===== config.mk =====
export PLATFORM = sky130hd
export DESIGN_NAME = bw_access_aligner
export DESIGN_NICKNAME = d
export VERILOG_FILES = /design/src/rtl/bwa_pkg.sv /design/src/rtl/bwa_addr_gen.sv /design/src/rtl/bwa_write_path.sv /design/src/rtl/bwa_read_steer.sv /design/src/rtl/bw_access_aligner.sv
export SDC_FILE = /design/constraint.sdc
export NUM_CORES = 1
export LEC_CHECK = 0
export BUFFER_PORTS_ARGS = -buffer_cell sky130_fd_sc_hd__buf_2
export CAP_MARGIN = 20
export CORE_MARGIN = 3
export CORE_UTILIZATION = 49
export CTS_BUF_LIST = sky130_fd_sc_hd__clkbuf_4 sky130_fd_sc_hd__clkbuf_8
export CTS_CLUSTER_SIZE = 24
export DETAILED_ROUTE_END_ITERATION = 8
export MAX_ROUTING_LAYER = met4
export PLACE_DENSITY = 0.95
export SYNTH_ARGS = -nofsm -noshare
export SYNTH_HDL_FRONTEND = slang
export SYNTH_SLANG_ARGS = --single-unit

===== constraint.sdc =====
create_clock -name clk -period 4.75 [get_ports clk]
set_input_delay 0.475 -clock clk [delete_from_list [all_inputs] [get_ports clk]]
set_output_delay 0.475 -clock clk [all_outputs]
set_load 0.005 [all_outputs]

===== src/rtl/bwa_pkg.sv =====
package bwa_pkg;
  localparam int unsigned BYTE_W = 8;

  typedef enum logic [2:0] {
    AM_PLAIN    = 3'd0,
    AM_POST_INC = 3'd1,
    AM_POST_DEC = 3'd2,
    AM_PRE_INC  = 3'd3,
    AM_PRE_DEC  = 3'd4
  } amode_e;
endpackage


===== src/rtl/bwa_addr_gen.sv =====
module bwa_addr_gen #(
  parameter int unsigned ADDR_W = 16,
  parameter int unsigned LANES  = 2
) (
  input  logic              clk,
  input  logic              rst_n,
  input  logic              chk_valid,
  input  logic [ADDR_W-1:0] base,
  input  logic [2:0]        mode,
  input  logic              is_word,
  output logic [ADDR_W-1:0] ea,
  output logic [ADDR_W-1:0] ptr_next,
  output logic              misaligned,
  output logic              is_pre
);
  import bwa_pkg::*;
  localparam int unsigned LSEL_W = (LANES > 1) ? $clog2(LANES) : 1;

  // operand size in bytes
  function automatic logic [ADDR_W-1:0] size_step(input logic word);
    return word ? ADDR_W'(LANES) : ADDR_W'(1);
  endfunction

  function automatic logic [ADDR_W-1:0] moved_ptr(input logic [ADDR_W-1:0] a,
                                                  input logic dec, input logic word);
    return dec ? (a - size_step(word)) : (a + size_step(word));
  endfunction

  logic              modifies, decrement;
  logic [ADDR_W-1:0] moved;

  always_comb begin
    modifies  = 1'b0;
    decrement = 1'b0;
    is_pre    = 1'b0;
    case (mode)
      AM_POST_INC: begin modifies = 1'b1; end
      AM_POST_DEC: begin modifies = 1'b1; decrement = 1'b1; end
      AM_PRE_INC:  begin modifies = 1'b1; is_pre = 1'b1; end
      AM_PRE_DEC:  begin modifies = 1'b1; is_pre = 1'b1; decrement = 1'b1; end
      default:     begin modifies = 1'b0; end
    endcase
  end

  assign moved      = moved_ptr(base, decrement, is_word);
  assign ea         = is_pre ? moved : base;
  assign ptr_next   = modifies ? moved : base;
  assign misaligned = is_word & (|ea[LSEL_W-1:0]);

  // pre-modify accesses the updated pointer
  a_r8_pre_ea_is_ptr: assert property (@(posedge clk) disable iff (!rst_n)
    (chk_valid && is_pre) |-> (ea == ptr_next));

  // post-modify and plain access the unmodified base
  a_r7_post_ea_is_base: assert property (@(posedge clk) disable iff (!rst_n)
    (chk_valid && !is_pre) |-> (ea == base));

  // a byte access never faults
  a_r7_byte_never_faults: assert property (@(posedge clk) disable iff (!rst_n)
    (chk_valid && !is_word) |-> !misaligned);
endmodule


===== src/rtl/bwa_write_path.sv =====
module bwa_write_path #(
  parameter int unsigned DATA_W = 16
) (
  input  logic                          clk,
  input  logic                          rst_n,
  input  logic                          valid,
  input  logic                          is_write,
  input  logic                          is_word,
  input  logic                          misaligned,
  input  logic [((DATA_W/8 > 1) ? $clog2(DATA_W/8) : 1)-1:0] lane_sel,
  input  logic [DATA_W-1:0]             wdata,
  output logic [DATA_W/8-1:0]           mem_we,
  output logic [DATA_W-1:0]             mem_wdata
);
  import bwa_pkg::*;
  localparam int unsigned LANES  = DATA_W / BYTE_W;
  localparam int unsigned LSEL_W = (LANES > 1) ? $clog2(LANES) : 1;

  logic do_write;
  assign do_write = valid & is_write & ~misaligned;

  for (genvar g = 0; g < LANES; g++) begin : g_lane
    assign mem_we[g] = do_write & (is_word | (lane_sel == LSEL_W'(g)));
    assign mem_wdata[g*BYTE_W +: BYTE_W] = is_word ? wdata[g*BYTE_W +: BYTE_W]
                                                   : wdata[BYTE_W-1:0];
  end

  // a byte store enables exactly one lane
  a_r3_single_lane: assert property (@(posedge clk) disable iff (!rst_n)
    (valid && is_write && !is_word) |-> ($countones(mem_we) == 1));

  // a faulting store reaches memory with no lane enabled
  a_r5_fault_no_write: assert property (@(posedge clk) disable iff (!rst_n)
    (valid && misaligned) |-> (mem_we == '0));

  // an aligned word store enables every lane
  a_r4_word_all_lanes: assert property (@(posedge clk) disable iff (!rst_n)
    (valid && is_write && is_word && !misaligned) |-> (&mem_we));
endmodule


===== src/rtl/bwa_read_steer.sv =====
module bwa_read_steer #(
  parameter int unsigned DATA_W = 16
) (
  input  logic                          clk,
  input  logic                          rst_n,
  input  logic                          rd_fire,
  input  logic                          is_word,
  input  logic [((DATA_W/8 > 1) ? $clog2(DATA_W/8) : 1)-1:0] lane_sel,
  input  logic [DATA_W-1:0]             mem_rdata,
  output logic                          rsp_valid,
  output logic [DATA_W-1:0]             rsp_rdata
);
  import bwa_pkg::*;
  localparam int unsigned LANES  = DATA_W / BYTE_W;
  localparam int unsigned LSEL_W = (LANES > 1) ? $clog2(LANES) : 1;

  logic              pend_word;
  logic [LSEL_W-1:0] pend_lane;
  logic [BYTE_W-1:0] byte_pick;

  always_ff @(posedge clk) begin
    if (!rst_n) begin
      rsp_valid <= 1'b0;
      pend_word <= 1'b0;
      pend_lane <= '0;
    end else begin
      rsp_valid <= rd_fire;
      if (rd_fire) begin
        pend_word <= is_word;
        pend_lane <= lane_sel;
      end
    end
  end

  always_comb begin
    byte_pick = '0;
    for (int i = 0; i < LANES; i++) begin
      if (pend_lane == LSEL_W'(i)) byte_pick = mem_rdata[i*BYTE_W +: BYTE_W];
    end
  end

  assign rsp_rdata = pend_word ? mem_rdata : {{(DATA_W-BYTE_W){1'b0}}, byte_pick};

  // a byte response carries a zero upper part
  a_r1_byte_upper_zero: assert property (@(posedge clk) disable iff (!rst_n)
    (rsp_valid && !pend_word) |-> (rsp_rdata[DATA_W-1:BYTE_W] == '0));

  // a word response is the memory word as-is
  a_r2_word_passthru: assert property (@(posedge clk) disable iff (!rst_n)
    (rsp_valid && pend_word) |-> (rsp_rdata == mem_rdata));
endmodule


===== src/rtl/bw_access_aligner.sv =====
module bw_access_aligner #(
  parameter int unsigned ADDR_W = 16,
  parameter int unsigned DATA_W = 16
) (
  input  logic                 clk,
  input  logic                 rst_n,
  input  logic                 req_valid,
  input  logic                 req_write,
  input  logic                 req_size,
  input  logic                 req_ypath,
  input  logic [2:0]           req_mode,
  input  logic [ADDR_W-1:0]    req_base,
  input  logic [DATA_W-1:0]    req_wdata,
  output logic [ADDR_W-1:0]    ptr_next,
  output logic                 mem_en,
  output logic [ADDR_W-1:0]    mem_addr,
  output logic [DATA_W/8-1:0]  mem_we,
  output logic [DATA_W-1:0]    mem_wdata,
  input  logic [DATA_W-1:0]    mem_rdata,
  output logic                 rsp_valid,
  output logic [DATA_W-1:0]    rsp_rdata,
  output logic                 trap_pulse,
  output logic                 trap_is_write,
  output logic [ADDR_W-1:0]    trap_addr
);
  import bwa_pkg::*;
  localparam int unsigned LANES  = DATA_W / BYTE_W;
  localparam int unsigned LSEL_W = (LANES > 1) ? $clog2(LANES) : 1;

  // named internal events
  logic              eff_word, eff_write, rd_fire, fault_now, is_pre;
  logic [ADDR_W-1:0] ea;
  logic              misaligned;
  logic [LSEL_W-1:0] lane_sel;

  assign eff_word  = req_size | req_ypath;
  assign eff_write = req_write & ~req_ypath;

  bwa_addr_gen #(.ADDR_W(ADDR_W), .LANES(LANES)) u_addr (
    .clk(clk), .rst_n(rst_n), .chk_valid(req_valid),
    .base(req_base), .mode(req_mode), .is_word(eff_word),
    .ea(ea), .ptr_next(ptr_next), .misaligned(misaligned), .is_pre(is_pre)
  );

  assign lane_sel  = ea[LSEL_W-1:0];
  assign fault_now = req_valid & misaligned;
  assign rd_fire   = req_valid & ~eff_write;
  assign mem_en    = req_valid;
  assign mem_addr  = {ea[ADDR_W-1:LSEL_W], {LSEL_W{1'b0}}};

  bwa_write_path #(.DATA_W(DATA_W)) u_wr (
    .clk(clk), .rst_n(rst_n), .valid(req_valid), .is_write(eff_write),
    .is_word(eff_word), .misaligned(misaligned), .lane_sel(lane_sel),
    .wdata(req_wdata), .mem_we(mem_we), .mem_wdata(mem_wdata)
  );

  bwa_read_steer #(.DATA_W(DATA_W)) u_rd (
    .clk(clk), .rst_n(rst_n), .rd_fire(rd_fire), .is_word(eff_word),
    .lane_sel(lane_sel), .mem_rdata(mem_rdata),
    .rsp_valid(rsp_valid), .rsp_rdata(rsp_rdata)
  );

  always_ff @(posedge clk) begin
    if (!rst_n) begin
      trap_pulse    <= 1'b0;
      trap_is_write <= 1'b0;
      trap_addr     <= '0;
    end else begin
      trap_pulse <= fault_now;
      if (fault_now) begin
        trap_is_write <= eff_write;
        trap_addr     <= ea;
      end
    end
  end

  // a trap follows only a misaligned request
  a_r10_trap_cause: assert property (@(posedge clk) disable iff (!rst_n)
    trap_pulse |-> $past(req_valid && misaligned));

  // a faulting read still produces a response
  a_r6_fault_read_completes: assert property (@(posedge clk) disable iff (!rst_n)
    (trap_pulse && !trap_is_write) |-> rsp_valid);

  // memory always sees a word-aligned address
  a_r11_mem_aligned: assert property (@(posedge clk) disable iff (!rst_n)
    mem_en |-> (mem_addr[LSEL_W-1:0] == '0));

  // the dual-operand path never writes
  a_r9_ypath_no_write: assert property (@(posedge clk) disable iff (!rst_n)
    (req_valid && req_ypath) |-> (mem_we == '0));

  // a response follows a read request one cycle later
  a_r1_rsp_after_read: assert property (@(posedge clk) disable iff (!rst_n)
    rsp_valid |-> $past(req_valid && (mem_we == '0) && !(req_write && !req_ypath)));
endmodule


# Yosys cells after proc, flatten, opt, wreduce, memory -nomap -nowiden
# Cells that the tools add are included.
# word_totals
reg_bits,21
inputBits,57
# classes
n_addsub,2
eq_ne,4
mux,10
bitwise,15
n_reduce_logical,3
# ops
cell,n
two-way mux 16 bit,4
adder 16 bit,1
two-way mux 8 bit,2
subtractor 16 x 2 -> 16 bit,1
bitwise AND 1 bit,8
"equality test 3 x 2 -> 1 bit, second input constant",2
NOT 1 bit,4
OR reduction 2 bit,2
OR reduction 4 bit,1
"equality test 3 x 1 -> 1 bit, second input constant",1
"equality test 3 bit, second input constant",1
two-way mux 1 bit,3
OR 1 bit,3
two-way mux 2 bit,1

# Logic depth before layout (Yosys ltp)
# Gate-level depths: netlist of the first run.
# depth
depth_word,9
ltp_mapped,11
ltp_nobuf,10

# Modules after synthesis
# Synthesis of the first run repeated with hierarchy kept, for this count alone.
# unflattened
hier_cells,339
area_unflattened_um2,2648.8
# by_module_without_submodules
module,instances,cells_per_inst,area_each_um2,seq_area_each_um2
bwa_addr_gen,1,207,1327.5,0.0
bw_access_aligner,1,84,809.5,360.3
bwa_read_steer,1,26,296.5,60.1
bwa_write_path,1,22,215.2,0.0

# Least setup slack after synthesis of the first run
# No wires, ideal clock.
# synth_path
path_type,in2out
startpoint,input req_mode[2]
endpoint,output mem_addr[14]
arrival_ns,2.876
slack_ns,1.399
path_stages,8
cell_sequence,xnor2_1 nor2_1 ha_1 a21o_1 a21o_1 a221oi_4 or4b_1 and3_1
# synth_between
elab_chain_len,5
word_cells_on_any_way,9
cone_classes,3 x eq/ne; 4 x mux; 2 x reduce/logical
# synth_lines
element,line,text
"start, declared",bw_access_aligner.sv:11,"input logic [2:0] req_mode,"
equality test 3 x 2 -> 1 bit / equality test 3 bit (equally long branches),bwa_addr_gen.sv:36,case (mode)
OR reduction 2 bit (no source line),n/a,
two-way mux 1 bit,bwa_addr_gen.sv:36,
two-way mux 16 bit,bwa_addr_gen.sv:26,return dec ? (a - size_step(word)) : (a + size_step(word));
two-way mux 16 bit (*),bwa_addr_gen.sv:46,assign ea = is_pre ? moved : base;
"end, declared",bw_access_aligner.sv:16,"output logic [ADDR_W-1:0] mem_addr,"
# Every way passes the cells marked *; elsewhere a longest branch is shown, timed or not.

# Final worst setup path of the first run
# layout_path
startpoint,input req_mode[2]
endpoint,output mem_addr[15]
# The elaborated chain is that of the path after synthesis.

==> qor.yml, run 1 <==
logic_synthesis:
  yosysUniqueCellTypes: 59
  synth_top_area_frac: 0.173
  synthFlopType: "dfxtp_1"
  synthArstFlopShare: 0
  yosysTopAreaCell: "dfxtp_1"
  synth_nets: 389
  synth_edf_count: 0
  synth_area_mm2: 0.00243
  ys_warn_count: 0
  yosys-top-cells-area: "dfxtp_1 17%, mux2_2 12%, ha_1 8.2%"
  synth-seq-area-share: 0.173
  synth-seq-cells: 21
  syn_avg_cell_area_um2: 7.72
  synthCells: 315
setup_path:
  criticalPathCategory: "input pin to output pin"
  start_kind: "input pin"
  critPathTopFamily: "compound AO/OA/AOI/OAI gates"
  crit_buf_inv: 3
  path_cells: "buf_2 > xnor2_1 > nor2_1 > buf_4 > ha_1 > a21oi_1 > o21ai_0 > a31o_2 > o21ai_0 > and3_4 > xor2_1 > buf_2"
  critical_path_peak_fanout: 14
  cpPeakStageDelay_ns: 0.37
  cp-end-kind: "output pin"
  arrival_ns: 3.13
  r2r_slack_ns: 3.84
  cp_slowest_cell: "o21ai_0"
  worstPathRequired_ns: 4.28
min_path:
  hp-class: "flop to flop"
route:
  viasPerCell: 5.57
  drc: 0
  drtIter0Drc: 191
  vias: 2806
  ant_nets: 0
  wl_per_cell_um: 16.0
  drtPass1Iterations: 4
  routed_wl_mm: 8.06
place:
  dp_cells: 499
  gp_congestion: 0.868
  pre_cts_ws_ns: 0.632
  dp_hpwl_mm: 6.68
  io_buffers: 141
clock_network:
  cts_buffers: 3
  post_cts_buffers: 0
  cts.hold.buffers_added: 0
  post_cts_resized: 0
  h-tree-depth: 1
  cts_tree: "built"
  clock_path_buffers: 2
  clk_latency_ns: 0.26
  cts.sinks: 21
  clk_pin_slew_ns: 0.08
  root_buffer: "clkbuf_8"
global_routing:
  track_usage: 0.269
  grt_overflow: 0
  grt_first_pass_wirelength_mm: 12.8
  grt_max_degree: 27
  antenna_found_initial: 0
  grt_pass1_vias: 2749
sta:
  final.min_clock_period_ns: 3.60
  slew_viol_final: 0
  rsz0062_at_grt: "no"
  setup_viol: 0
  fin_tns_setup_ns: 0
  slew-limit-headroom: 0.266
  finalWorstSetupSlack_ns: 1.15
  hold_violations: 0
  tightestPinTransition_ns: 1.09
  fmax_mhz: 278
  fin_crit_sh: 0.759
  fin_worst_skew_ns: 0
pwr:
  peakVddDrop_uv: 115
  power_density_mw_per_mm2: 219
  power.leakage_nw: 1.64
cells_and_area:
  multi_input_area_mm2: 0.00185
  layout.nets: 514
  fill_cells: 393
  layout_common_cells: "141 x buf_2, 46 x nand2_1, 25 x mux2_2"
  regArea_um2: 420
  fin_cells: 504
  final_common_cell: "buf_2"
  n_antenna_cell: 0
  drive_above_1_share: 0.442
  area_growth_pct: 29.5
die:
  core_mm2: 0.00456
  start_util: 0.533
  row_count: 24
  pin_count: 143
  die_h_um: 76.4
  dieArea_mm2: 0.00584
  fp.dieW_um: 76.4
job:
  drv_cap: 0
outcome:
  status: "complete, no violations"
[worst register-to-register path, delay by kind of cell (launching register included)]
family | cells | cell delay (ns)
DFF | 1 | 0.47
AOI/OAI and AO/OA | 1 | 0.25
and+or+nand+nor | 1 | 0.09
[stage by stage]
stage          utilization  cell area (µm²)  total power [W]  hold slack, ns
6_report             0.690             3150         0.000691           0.454
3_5_place_dp         0.678             3090         0.000571           0.444
2_1_floorplan            -             2430         0.000430           0.453
3_3_place_gp         0.676             3090         0.000558           0.442
4_1_cts              0.688             3140         0.000688           0.455
5_1_grt              0.690             3150         0.000738           0.493
[cell usage after synthesis, drive strengths merged (2+ instances only)]
| cell | count |
|---|---|
| a211oi | 4 |
| a21o | 5 |
| a21oi | 23 |
| a311oi | 2 |
| a31o | 5 |
| a31oi | 4 |
| and2 | 13 |
| and3 | 7 |
| buf | 20 |
| clkbuf | 4 |
| dfxtp | 21 |
| ha | 16 |
| inv | 6 |
| mux2 | 25 |
| mux2i | 2 |
| nand2 | 46 |
| nand2b | 4 |
| nand3 | 8 |
| nand3b | 3 |
| nand4 | 2 |
| nor2 | 21 |
| nor3 | 4 |
| o211a | 3 |
| o211ai | 2 |
| o21ai | 25 |
| o21ba | 3 |
| or2 | 2 |
| or3 | 2 |
| xnor2 | 8 |
| xor2 | 8 |
[sequential cells by signal (all words and copies together) (netlist names)]
register / flops
trap_addr: 16
trap_is_write: 1
trap_pulse: 1
u_rd.pend_lane: 1
u_rd.pend_word: 1
u_rd.rsp_valid: 1
[metal layers]
metal,up-vias,GRT usage,part of all wire
li1,1369,-,-
met1,1286,0.308,0.40
met2,129,0.485,0.51
met3,22,0.0319,0.053
met4,0,0.0870,0.032
met5,-,-,0
[area by class of cell]
class | instances | share of cell area
repair buffers | 144 | 0.231
clock buffers | 3 | 0.0131
flip-flops and latches | 21 | 0.134
multi-input cells | 263 | 0.586
inverters | 7 | 0.00835
clock inverters | 1 | 0.00159
well taps | 65 | 0.0258
[power by group]
part	switching [W]	internal, W
sequential	0.00000606	0.000187
combinational	0.000205	0.000174
clock	0.0000605	0.0000585
total	0.000272	0.000419
[path summary, 6_finish.rpt]
kind,startpoint,to,cells past startpoint
worst max register to register,u_rd.pend_word$_SDFFE_PN0P_,u_rd.pend_word$_SDFFE_PN0P_,2
worst max-delay path,req_mode[2],mem_addr[15],12
worst min-delay path,trap_addr[2]$_SDFFE_PN0P_,trap_addr[2]$_SDFFE_PN0P_,2
worst min register to register,trap_addr[2]$_SDFFE_PN0P_,trap_addr[2]$_SDFFE_PN0P_,2
[cells by family (layout without fill, tap and decap cells)]
logic type | Yosys count | in the layout | share of synthesized area
AO/OA/AOI/OAI | 84 | 84 | 0.243
XOR/XNOR | 16 | 16 | 0.0576
adder cells (fa/ha/maj) | 17 | 17 | 0.0906
buffers and inverters | 31 | 155 | 0.0679
flip-flops | 21 | 21 | 0.173
multiplexers | 27 | 27 | 0.124
other | 1 | 1 | 0.00154
AND/OR/NAND/NOR | 118 | 118 | 0.242
No activity file was read; power rests on OpenSTA's default activity.
==> inputs of run 2 (changes only) <==
--- a/config.mk
+++ b/config.mk
@@ -8,12 +8,12 @@
 export BUFFER_PORTS_ARGS = -buffer_cell sky130_fd_sc_hd__buf_2
 export CAP_MARGIN = 20
 export CORE_MARGIN = 3
-export CORE_UTILIZATION = 49
+export CORE_UTILIZATION = 46
 export CTS_BUF_LIST = sky130_fd_sc_hd__clkbuf_4 sky130_fd_sc_hd__clkbuf_8
 export CTS_CLUSTER_SIZE = 24
 export DETAILED_ROUTE_END_ITERATION = 8
 export MAX_ROUTING_LAYER = met4
-export PLACE_DENSITY = 0.95
+export PLACE_DENSITY = 0.91
 export SYNTH_ARGS = -nofsm -noshare
 export SYNTH_HDL_FRONTEND = slang
 export SYNTH_SLANG_ARGS = --single-unit
==> constraint.sdc (replaced) <==
create_clock -name clk -period 3.5 [get_ports clk]
set_input_delay 0.35 -clock clk [delete_from_list [all_inputs] [get_ports clk]]
set_output_delay 0.35 -clock clk [all_outputs]
set_load 0.005 [all_outputs]
==> qor.yml, run 2 (synthesis gave the netlist of run 1 again) <==
outcome:
  status: "complete, no violations"
clock_network:
  clk_pin_slew_ns: 0.07
  cts_tree: "built"
  clock_path_buffers: 2
  root_buffer: "clkbuf_8"
  cts.sinks: 21
  h-tree-depth: 1
  clk_latency_ns: 0.25
  post_cts_buffers: 0
  cts_buffers: 3
setup_path:
  cp-end-kind: "output pin"
  worstPathRequired_ns: 3.15
  criticalPathCategory: "input pin to output pin"
  path_cells: "buf_2 > xnor2_1 > buf_4 > nor3_1 > fa_1 > a21o_1 > a31oi_1 > o21ai_1 > or4b_1 > and3_1 > buf_2"
  critical_path_peak_fanout: 4
  start_kind: "input pin"
  cp_slowest_cell: "or4b_1"
  crit_end: "mem_addr[14]"
  cpPeakStageDelay_ns: 0.51
  reg2regPathDepth: 2
  cp_common_cell: "buf_2"
  reg2reg_from: "u_rd.pend_word$_SDFFE_PN0P_"
  cp_num_cells: 11
  r2r_slack_ns: 2.62
  arrival_ns: 2.93
  crit_start: "req_mode[1]"
  critPathTopFamily: "simple AND/OR/NAND/NOR gates"
  crit_buf_inv: 3
  regToRegEndpoint: "u_rd.pend_word$_SDFFE_PN0P_"
cells_and_area:
  drive_above_1_share: 0.453
  fill_cells: 431
  fin_area_mm2: 0.00320
  final_common_cell: "buf_2"
  largest_register_ffs: 16
  layout_common_cells: "141 x buf_2, 46 x nand2_1, 25 x mux2_2"
  area_growth_pct: 31.8
  n_antenna_cell: 0
  layout.nets: 519
  regMostFlops: "trap_addr"
die:
  die_h_um: 78.7
  dieArea_mm2: 0.00619
  fp.dieW_um: 78.7
  core_mm2: 0.00491
  pin_count: 143
  row_count: 25
  start_util: 0.495
sta:
  final.min_clock_period_ns: 3.28
  fmax_mhz: 305
  slew-limit-headroom: 0.466
  tightestPinTransition_ns: 0.800
  finalWorstSetupSlack_ns: 0.222
  setup_viol: 0
  fin_crit_sh: 0.937
  fin_worst_skew_ns: 0
  hold_violations: 0
  slew_viol_final: 0
  rsz0062_at_grt: "no"
route:
  drtIter0Drc: 234
  viasPerCell: 5.35
  routed_wl_mm: 7.75
  vias: 2734
  ant_nets: 0
  drtPass1Iterations: 4
  drc: 0
  wl_per_cell_um: 15.2
global_routing:
  grt_first_pass_wirelength_mm: 12.2
  grt_overflow: 0
  grt_pass1_vias: 2620
  antenna_found_initial: 0
  grt_max_degree: 24
  track_usage: 0.246
min_path:
  hp-class: "input pin to flop"
  whs_path_depth: 3
pwr:
  power_density_mw_per_mm2: 295
  total_power_w: 0.000944
  peakVddDrop_uv: 162
  power.leakage_nw: 1.66
place:
  place_area_mm2: 0.00314
  pre_cts_ws_ns: -0.342
  gp_congestion: 0.893
  dp_hpwl_mm: 6.41
  io_buffers: 141
job:
  drv_cap: 0
run 2: cell count changes in the layout (fill, tap and decap cells not counted):
cell / change
nor2_4: +1
nor2_1: -1
o21ai_1: +2
a211oi_1: -1
o21ai_0: -2
a211oi_2: +1
buf_4: +5
clkbuf_4: +1
clkinv_2: -1
run 2: routing by layer:
layer / wire length [µm] / vias to the layer above / global-route usage
li1: - / 1373 / -
met1: 3270 / 1240 / 0.302
met2: 3890 / 111 / 0.438
met4: 142 / 0 / 0.0524
met5: 0 / - / -
met3: 454 / 10 / 0.0249
run 2: worst register-to-register path: cells and delay by family (launching register included):
kind               cells  cell delay (ns)
DFF                    1             0.45
AOI/OAI and AO/OA      1             0.25
and+or+nand+nor        1             0.08
run 2: what timing repair did:
action | in CTS | in global routing
hold buffers | 0 | 0
cloned | 0 | 0
resized for setup | 2 | 3
setup endpoints to repair | 12 | 5
run 2: worst min path at each step:
stage,endpoint,from,slack [ns]
final,u_rd.pend_word$_SDFFE_PN0P_,req_write,0.37
after global routing,u_rd.pend_word$_SDFFE_PN0P_,req_write,0.38
after CTS,u_rd.pend_word$_SDFFE_PN0P_,req_write,0.37
after detailed placement,trap_addr[2]$_SDFFE_PN0P_,trap_addr[2]$_SDFFE_PN0P_,0.45
after global placement,trap_addr[2]$_SDFFE_PN0P_,trap_addr[2]$_SDFFE_PN0P_,0.44
after floorplan,trap_addr[2]$_SDFFE_PN0P_,trap_addr[2]$_SDFFE_PN0P_,0.45
run 2: stage by stage:
stage	utilization	instances	hold WS (ns)	TNS, ns
3_5_place_dp	0.640	507	0.447	-2.00
3_3_place_gp	0.640	507	0.445	-1.08
6_report	0.652	511	0.371	0
4_1_cts	0.651	511	0.368	0
5_1_grt	0.652	511	0.376	0
2_1_floorplan	-	315	0.453	0
run 2: area by class of cell:
type,instances,area (µm²),area share
multi-input cells,263,1860,0.580
repair buffers,149,766,0.239
flip-flops and latches,21,420,0.131
inverters,7,26.3,0.00820
clock buffers,4,48.8,0.0152
well taps,67,83.8,0.0262
run 2: power by group:
| part | internal [W] | switching [W] | total, W | leakage [nW] |
|---|---|---|---|---|
| logic | 0.000243 | 0.000280 | 0.000523 | 1.47 |
| registers | 0.000254 | 0.00000752 | 0.000261 | 0.172 |
| clock network | 0.0000887 | 0.0000712 | 0.000160 | 0.0262 |
| total | 0.000585 | 0.000359 | 0.000944 | 1.66 |
